[src/rtl/wdt_pkg.sv]
package wdt_pkg;

    typedef enum logic [1:0] {
        WD_IDLE = 2'd0,
        WD_RUN  = 2'd1,
        WD_BITE = 2'd2
    } wd_state_e;

    typedef enum logic [1:0] {
        WIN_75   = 2'b00,
        WIN_50   = 2'b01,
        WIN_37P5 = 2'b10,
        WIN_25   = 2'b11
    } win_size_e;

endpackage

[src/rtl/wdt_span_decode.sv]
module wdt_span_decode #(
    parameter int PS_W     = 5,
    parameter int MAX_CODE = 20,
    parameter int CNT_W    = MAX_CODE
) (
    input  logic [PS_W-1:0]  ps_code_i,
    input  logic [1:0]       win_sel_i,
    output logic [CNT_W-1:0] last_o,
    output logic [CNT_W-1:0] thr_o
);
    import wdt_pkg::*;

    localparam int PER_W = CNT_W + 1;

    logic [PS_W-1:0]  eff_code;
    logic [PER_W-1:0] period;
    logic [PER_W-1:0] thr_wide;
    win_size_e        win_sel;

    assign win_sel = win_size_e'(win_sel_i);

    // Codes above the top ratio saturate at the top ratio.
    always_comb begin
        if (ps_code_i > PS_W'(MAX_CODE)) begin
            eff_code = PS_W'(MAX_CODE);
        end else begin
            eff_code = ps_code_i;
        end
    end

    assign period = PER_W'(1) << eff_code;
    assign last_o = CNT_W'(period - PER_W'(1));

    // The window opens at period minus window length, built from shifts.
    always_comb begin
        unique case (win_sel)
            WIN_75:   thr_wide = period >> 2;
            WIN_50:   thr_wide = period >> 1;
            WIN_37P5: thr_wide = (period >> 1) + (period >> 3);
            WIN_25:   thr_wide = (period >> 1) + (period >> 2);
            default:  thr_wide = period >> 1;
        endcase
    end

    assign thr_o = CNT_W'(thr_wide);


    always_comb begin
        span_order_chk: assert (thr_o <= last_o || $isunknown(ps_code_i) || $isunknown(win_sel_i));
    end

endmodule

[src/rtl/wdt_tick_counter.sv]
module wdt_tick_counter #(
    parameter int CNT_W = 20
) (
    input  logic             clk,
    input  logic             rst_n,
    input  logic             clr_i,
    input  logic             inc_i,
    input  logic [CNT_W-1:0] last_i,
    input  logic [CNT_W-1:0] thr_i,
    output logic [CNT_W-1:0] cnt_o,
    output logic             at_end_o,
    output logic             in_win_o
);

    logic [CNT_W-1:0] cnt_q;

    always_ff @(posedge clk or negedge rst_n) begin
        if (!rst_n) begin
            cnt_q <= '0;
        end else if (clr_i) begin
            cnt_q <= '0;
        end else if (inc_i) begin
            cnt_q <= cnt_q + CNT_W'(1);
        end
    end

    assign cnt_o    = cnt_q;
    assign at_end_o = (cnt_q >= last_i);
    assign in_win_o = (cnt_q >= thr_i);


    property clr_zero_p;
        @(posedge clk) disable iff (!rst_n) clr_i |=> (cnt_q == '0);
    endproperty
    clr_zero_chk: assert property (clr_zero_p);

endmodule

[src/rtl/win_watchdog.sv]
module win_watchdog #(
    parameter int PS_W     = 5,
    parameter int MAX_CODE = 20
) (
    input  logic            clk,
    input  logic            rst_n,
    input  logic            tick_i,
    input  logic            clear_i,
    input  logic            cfg_force_on_i,
    input  logic            sw_enable_i,
    input  logic            window_off_i,
    input  logic [1:0]      window_sel_i,
    input  logic [PS_W-1:0] post_sel_i,
    input  logic            pgm_stall_i,
    input  logic            flash_busy_i,
    output logic            reset_req_o,
    output logic            window_open_o
);
    import wdt_pkg::*;

    localparam int CNT_W = MAX_CODE;

    wd_state_e        state_q;
    wd_state_e        state_d;
    logic             en;
    logic             hold;
    logic             adv;
    logic             cnt_clr;
    logic [CNT_W-1:0] last_val;
    logic [CNT_W-1:0] thr_val;
    logic [CNT_W-1:0] cnt;
    logic             at_end;
    logic             in_win;
    logic             clr_ok;

    assign en   = cfg_force_on_i | sw_enable_i;
    assign hold = pgm_stall_i & flash_busy_i;
    assign adv  = tick_i & ~hold;

    wdt_span_decode #(
        .PS_W     (PS_W),
        .MAX_CODE (MAX_CODE),
        .CNT_W    (CNT_W)
    ) i_span (
        .ps_code_i (post_sel_i),
        .win_sel_i (window_sel_i),
        .last_o    (last_val),
        .thr_o     (thr_val)
    );

    // Count is only live in RUN; a clear or timeout restarts it.
    assign cnt_clr = (state_q != WD_RUN) | ~en | clear_i | (adv & at_end);

    wdt_tick_counter #(
        .CNT_W (CNT_W)
    ) i_count (
        .clk      (clk),
        .rst_n    (rst_n),
        .clr_i    (cnt_clr),
        .inc_i    (adv),
        .last_i   (last_val),
        .thr_i    (thr_val),
        .cnt_o    (cnt),
        .at_end_o (at_end),
        .in_win_o (in_win)
    );

    assign clr_ok = window_off_i | in_win;

    // State register
    always_ff @(posedge clk or negedge rst_n) begin
        if (!rst_n) begin
            state_q <= WD_IDLE;
        end else begin
            state_q <= state_d;
        end
    end

    // Transitions
    always_comb begin
        state_d = state_q;
        unique case (state_q)
            WD_IDLE: begin
                if (en) begin
                    state_d = WD_RUN;
                end
            end
            WD_RUN: begin
                if (!en) begin
                    state_d = WD_IDLE;
                end else if (clear_i) begin
                    state_d = clr_ok ? WD_RUN : WD_BITE;
                end else if (adv && at_end) begin
                    state_d = WD_BITE;
                end
            end
            WD_BITE: begin
                state_d = en ? WD_RUN : WD_IDLE;
            end
            default: state_d = WD_IDLE;
        endcase
    end

    // Outputs
    always_comb begin
        reset_req_o   = 1'b0;
        window_open_o = 1'b1;
        unique case (state_q)
            WD_IDLE: begin
                reset_req_o   = 1'b0;
                window_open_o = 1'b1;
            end
            WD_RUN: begin
                reset_req_o   = 1'b0;
                window_open_o = clr_ok;
            end
            WD_BITE: begin
                reset_req_o   = 1'b1;
                window_open_o = 1'b1;
            end
            default: begin
                reset_req_o   = 1'b0;
                window_open_o = 1'b1;
            end
        endcase
    end


    property pulse_one_p;
        @(posedge clk) disable iff (!rst_n) reset_req_o |=> !reset_req_o;
    endproperty
    pulse_one_chk: assert property (pulse_one_p);


    property needs_enable_p;
        @(posedge clk) disable iff (!rst_n) reset_req_o |-> $past(en);
    endproperty
    needs_enable_chk: assert property (needs_enable_p);


    property timeout_bite_p;
        @(posedge clk) disable iff (!rst_n)
            (state_q == WD_RUN && en && !clear_i && adv && at_end) |=> reset_req_o;
    endproperty
    timeout_bite_chk: assert property (timeout_bite_p);


    property early_bite_p;
        @(posedge clk) disable iff (!rst_n)
            (state_q == WD_RUN && en && clear_i && !window_open_o) |=> reset_req_o;
    endproperty
    early_bite_chk: assert property (early_bite_p);


    property good_clear_p;
        @(posedge clk) disable iff (!rst_n)
            (state_q == WD_RUN && en && clear_i && window_open_o) |=> (!reset_req_o && cnt == '0);
    endproperty
    good_clear_chk: assert property (good_clear_p);


    property freeze_p;
        @(posedge clk) disable iff (!rst_n)
            (state_q == WD_RUN && en && hold && !clear_i) |=> $stable(cnt);
    endproperty
    freeze_chk: assert property (freeze_p);


    property idle_open_p;
        @(posedge clk) disable iff (!rst_n) (state_q != WD_RUN) |-> window_open_o;
    endproperty
    idle_open_chk: assert property (idle_open_p);

endmodule

[config.mk]
export PLATFORM = sky130hd
export DESIGN_NAME = win_watchdog
export DESIGN_NICKNAME = d
export VERILOG_FILES = /design/src/rtl/wdt_pkg.sv /design/src/rtl/wdt_span_decode.sv /design/src/rtl/wdt_tick_counter.sv /design/src/rtl/win_watchdog.sv
export SDC_FILE = /design/constraint.sdc
export NUM_CORES = 1
export LEC_CHECK = 0
export ABC_CLOCK_PERIOD_IN_PS = 5500
export BUFFER_PORTS_ARGS = -buffer_cell sky130_fd_sc_hd__buf_2
export CELL_PAD_IN_SITES_DETAIL_PLACEMENT = 1
export CELL_PAD_IN_SITES_GLOBAL_PLACEMENT = 1
export CORE_MARGIN = 1.5
export CORE_UTILIZATION = 47
export CTS_BUF_LIST = sky130_fd_sc_hd__clkbuf_4 sky130_fd_sc_hd__clkbuf_8 sky130_fd_sc_hd__clkbuf_16
export DETAILED_ROUTE_END_ITERATION = 7
export PLACE_DENSITY = 0.92
export SLEW_MARGIN = 20
export SYNTH_ARGS = -nofsm -noshare
export SYNTH_HDL_FRONTEND = slang
export SYNTH_SLANG_ARGS = --single-unit
[constraint.sdc]
create_clock -name clk -period 5.5 [get_ports clk]
set_input_delay 0.825 -clock clk [delete_from_list [all_inputs] [get_ports clk]]
set_output_delay 0.825 -clock clk [all_outputs]
set_load 0.02 [all_outputs]
-- Word-level counts from Yosys, hierarchy flattened
Index checks and enable logic that the tools add are counted.
- $add $sub $neg: 4
- order comparisons: 3
- eq/ne operators: 8
- shift operators: 1
- mux-type cells: 13
- bitwise gates (word level): 10
- reduce and logical (&&, ||, !) cells: 5
- operator list (cell ; number):
    one-hot mux 20 bit (4 select lines) ; 1
    >= comparator 20 bit ; 2
    2-to-1 mux 20 bit ; 2
    << shifter 1 x 5 -> 21 bit, first input constant ; 1
    adder 20 x 1 -> 20 bit, second input constant ; 1
    adder 20 x 18 -> 20 bit ; 1
    adder 20 x 19 -> 20 bit ; 1
    subtractor 20 x 1 -> 20 bit, second input constant ; 1
    2-to-1 mux 2 bit ; 5
    == test 2 bit, second input constant ; 3
    one-hot mux 2 bit (3 select lines) ; 1
    greater-than comparator 5 bit, second input constant ; 1
    2-to-1 mux 5 bit ; 1
    bitwise OR 1 bit ; 5
    == test 2 x 1 -> 1 bit, second input constant ; 2
    logical NOT 2 bit ; 2
    != test 4 bit, second input constant ; 1
    bitwise AND 1 bit ; 3
    2-to-1 mux 1 bit ; 3
    != test 2 x 1 -> 1 bit, second input constant ; 1
    != test 2 bit, second input constant ; 1
    inverter 1 bit ; 2
    AND reduction 2 bit ; 1
    nonzero test 2 bit ; 1
    logical AND 1 bit ; 1
- bits in registers: 22
- output and inout bits: 2
- logic and storage cells: 46

-- Logic depth before layout (Yosys ltp)
- depth after elaboration: 11
- depth in mapped cells: 23

-- Cells and area by module
Synthesis repeated with hierarchy kept, for this count alone.
- cell total of the unflattened synthesis: 602
- area, all modules: 4170.2 sq um
- modules (own cells, without submodules) (module ; times used ; cells each ; area an instance (sq um) ; seq. area each (sq um)):
    wdt_span_decode ; 1 ; 344 ; 2042.0 ; 0.0
    wdt_tick_counter ; 1 ; 242 ; 1978.1 ; 500.5
    win_watchdog ; 1 ; 16 ; 150.1 ; 50.0

-- Least setup slack after synthesis
OpenSTA, ideal clock, no wires.
- kind: in2out
- start: in post_sel_i[1]
- end: out window_open_o
- data arrival time: 4.456 ns
- required time: 4.675 ns
- slack: 0.219 ns
- stages on the path: 17
- cell sequence: buf_1 nand2_1 nor4_1 mux2_2 ha_1 a21o_1 a21oi_1 a21oi_1 o21ai_0 xnor2_1 a21oi_1 ha_1 nand3_1 or4_1 a311oi_1 nor2_1 nand2_1
- longest elaborated chain between the ends: 8
- elaborated cells on any way between the ends: 9
- ends and longest elaborated chain (element ; line ; text):
    from (decl) ; win_watchdog.sv:13 ; input logic [PS_W-1:0] post_sel_i,
    greater-than comparator 5 bit ; wdt_span_decode.sv:24 ; if (ps_code_i > PS_W'(MAX_CODE)) begin
    2-to-1 mux 5 bit (*) ; wdt_span_decode.sv:24 ;
    << shifter 1 x 5 -> 21 bit (*) ; wdt_span_decode.sv:31 ; assign period = PER_W'(1) << eff_code;
    adder 20 x 19 -> 20 bit / adder 20 x 18 -> 20 bit (equally long branches) ; wdt_span_decode.sv:40, wdt_span_decode.sv:39 ;
    one-hot mux 20 bit (4 select lines) (*) ; wdt_span_decode.sv:36 ; unique case (win_sel)
    >= comparator 20 bit (*) ; wdt_tick_counter.sv:29 ; assign in_win_o = (cnt_q >= thr_i);
    bitwise OR 1 bit (*) ; win_watchdog.sv:68 ; assign clr_ok = window_off_i | in_win;
    2-to-1 mux 1 bit (*) ; win_watchdog.sv:108 ; unique case (state_q)
    to (decl) ; win_watchdog.sv:17 ; output logic window_open_o
Every way passes the cells marked *; elsewhere a longest branch is shown, timed or not.

-- Worst setup path in the final report
- start: in post_sel_i[3]
- end: out window_open_o
The elaborated chain is that of the path after synthesis.

==> results.py <==
metrics = {
    "synth": {
        "synth.area.top_cells": "ha_1, dfrtp_1, a21oi_1",
        "synth.most_common_cell": "nor2_1",
        "ys_seq_elements": 22,
        "synth_top_area_frac": 0.189,
        "synth-simple-area-share": 0.271,
        "synth_area_per_cell_um2": 7.28,
        "yosysTopAreaCell": "ha_1",
        "synthXorXnorAreaFrac": 0.0620,
        "ys.flop_type": "dfrtp_1",
        "mappedNetlistNets": 632,
        "synth_compound_area_frac": 0.252,
        "muxShareOfSynthArea": 0.0363,
        "synth_top_family_by_area": "simple AND/OR/NAND/NOR gates",
        "synth-edff-count": 0,
        "synth_fa_ha_area_frac": 0.194,
        "synth_warnings": 0,
        "yosysSeqAreaShare": 0.136,
        "syn_inst": 554,
        "synth_commonest_cells": "nor2_1, ha_1, nand2_1",
        "syn_area_um2": 4040,
        "async_flop_share": 1.00,
        "synth_cell_type_count": 64,
    },
    "route": {
        "vias": 5601,
        "viasPerCell": 7.47,
        "first_pass_iters": 5,
        "drc": 0,
        "wl_per_cell_um": 32.7,
        "drtIter0Drc": 662,
        "ant_nets": 0,
        "drt_wl_total_um": 24500,
    },
    "timing": {
        "worst_slew_pin_slew_ns": 0.787,
        "hold_ws_ns": 0.515,
        "slew_violations": 0,
        "finalCriticalPeriod_ns": 6.23,
        "max_freq_mhz": 160,
        "rsz0062_at_grt": "yes",
        "slew_headroom": 0.475,
        "setup_ws_ns": -0.733,
        "hold_violations": 0,
        "finalSetupViolCount": 3,
        "period_share": 1.13,
        "finClkSkew_ns": 0.0134,
    },
    "cells_and_area": {
        "diodes": 0,
        "layout-drive-gt1-share": 0.336,
        "fillCellCount": 1022,
        "final_util": 0.658,
        "multi_input_area_um2": 3750,
        "area_growth_pct": 34.7,
        "stdcell_count": 750,
        "layout.nets": 725,
        "regArea_um2": 551,
    },
    "worst_setup_path": {
        "start_kind": "primary input",
        "cp.required_ns": 4.68,
        "crit_fanout": 14,
        "r2r_setup_slack_ns": 2.54,
        "critPathKind": "primary input to output pin",
        "cp_slowest_stage_delay_ns": 0.66,
        "cp.arrival_ns": 5.41,
        "r2r-start": "i_count.cnt_o[7]",
        "rr_endpoint": "state_q[0]",
        "cp_cell_sequence": "buf_2 > buf_6 > nand2_1 > nor3_1 > buf_4 > nand2_1 > o21ai_0 > ha_2 > o21ai_0 > nand2b_1 > and4_1 > o21ai_2 > a31oi_1 > mux2i_1 > nor2_1 > ha_1 > nand4_1 > o211ai_1 > nor2_2 > nand2_2 > buf_6",
        "slowest_stage": "a31oi_1",
        "timing.critical_path.to_type": "output pin",
        "reg2reg_depth": 7,
    },
    "grt": {
        "antenna_found_initial": 0,
        "grt_max_degree": 49,
        "grt_pass1_vias": 5421,
        "globalRouteOverflowTotal": 0,
        "grt_use_total": 0.418,
        "grt_pass1_wl_um": 29000,
    },
    "status": {
        "outcome": "complete, but fails checks",
        "violations": "setup timing",
    },
    "power_and_ir_drop": {
        "p_per_area_nw_per_um2": 117,
        "ir_drop_uv": 130,
        "power_uw": 634,
        "power.leakage_uw": 0.00272,
    },
    "placement": {
        "gp_congestion": 0.867,
        "dp_cells": 721,
        "hpwl_um": 11500,
        "io_buffer_count": 17,
    },
    "floorplanning": {
        "die_w_um": 95.7,
        "start_util": 0.489,
        "num_io_pins": 18,
        "dieArea_um2": 9150,
        "rows": 33,
        "die_y_um": 95.7,
        "core_um2": 8260,
    },
    "clock_network": {
        "cts-root-buf": "clkbuf_8",
        "clk_pin_slew_ns": 0.10,
        "cts_tree": "built",
        "clk_latency_ns": 0.29,
        "numClockSinks": 22,
        "htree_levels": 1,
        "clockBufferDepth": 2,
        "cts-buffers-inserted": 3,
    },
    "min_path": {
        "min_path_type": "primary input to async pin",
    },
    "run": {
        "cap_violations": 0,
    },
}
[how the worst max path moves through the flow]
| stage | from | to | slack [ns] | cells after the start |
|---|---|---|---|---|
| floorplan | post_sel_i[1] | window_open_o | 0.22 | 17 |
| global placement | post_sel_i[1] | window_open_o | -0.16 | 24 |
| detailed placement | post_sel_i[4] | window_open_o | -0.45 | 20 |
| CTS | post_sel_i[1] | window_open_o | 0.007 | 24 |
| global route | post_sel_i[3] | window_open_o | -0.85 | 21 |
| finish | post_sel_i[3] | window_open_o | -0.73 | 21 |
[cell families (layout without fill, tap and decap cells)]
kind of cell,after synthesis,count (layout)
AND/OR/NAND/NOR,221,221
AO/OA/AOI/OAI,161,161
adder cells (fa/ha/maj),62,62
buffers and inverters,48,139
XOR/XNOR,26,26
flip-flops,22,22
multiplexers,14,14
[metal layers]
layer | GRT usage | vias up | part of all wire
li1 | - | 2180 | -
met1 | 0.477 | 2686 | 0.34
met2 | 0.708 | 518 | 0.43
met3 | 0.0813 | 217 | 0.13
met4 | 0.270 | 0 | 0.10
met5 | 0 | - | 0
[layout by cell type (no fill, tap or decap), types with 4 or more instances in the layout]
cell,netlist,layout
buf_2,1,15
nand3_1,15,9
nor3_1,12,10
ha_2,0,4
ha_1,61,51
nand2_2,1,6
a21o_1,17,17
o211ai_1,4,4
inv_2,0,6
buf_6,1,9
dfrtp_1,22,22
inv_1,22,14
mux2_2,5,4
nand4_1,8,8
nand3_2,3,7
xor2_1,9,9
ha_4,0,6
and3_1,11,10
nor2_1,62,55
a22o_1,6,6
a211o_1,4,4
nand2b_1,8,7
or3_4,0,4
nor2b_1,15,12
mux2i_1,9,9
nor2_4,0,4
a21oi_2,0,10
o21ai_1,2,5
nor2b_4,1,4
o21ai_2,0,6
nand2_1,59,52
buf_4,1,88
xnor2_1,14,14
a21oi_1,50,37
a211oi_1,6,5
o21ai_0,44,33
[worst max-delay path, delay by kind of cell]
family / cells / cell delay (ns)
AO/OA/AOI/OAI: 5 / 1.40
AND/OR/NAND/NOR: 9 / 1.52
multiplexers: 1 / 0.32
adder cells (fa/ha/maj): 2 / 0.60
buffers and inverters: 4 / 0.72
[sequential cells by signal, indices dropped and copies added (netlist names)]
| signal | cells |
|---|---|
| i_count.cnt_o | 20 |
| state_q | 2 |
[final cells by class]
class                      instances  area share
timing repair buffer             114       0.160
sequential                        22       0.101
multi-input combinational        484       0.690
clock buffer                       3     0.00760
tap                              105      0.0242
inverter                          22      0.0163
[timing repair]
item,in CTS,in global routing
setup endpoints to repair,1,2
hold buffers,0,0
cloned,0,0
endpoints found under the hold margin,0,0
pin swaps,25,51
gates resized for setup,57,73
setup buffers,13,13
[power by group]
part | switching [uW] | internal [uW] | total (uW)
sequential | 11.9 | 172 | 183
clock | 62.9 | 49.4 | 112
combinational | 215 | 123 | 338
[through the flow]
stage / worst slack [ns] / setup TNS, ns / area (um2)
2_1_floorplan: 0.219 / 0 / 4040
3_3_place_gp: -0.159 / -0.159 / 4690
3_5_place_dp: -0.450 / -0.450 / 4690
4_1_cts: 0.00737 / 0 / 5030
5_1_grt: -0.849 / -1.12 / 5440
6_report: -0.733 / -0.740 / 5440
No activity file was read; power rests on OpenSTA's default activity.
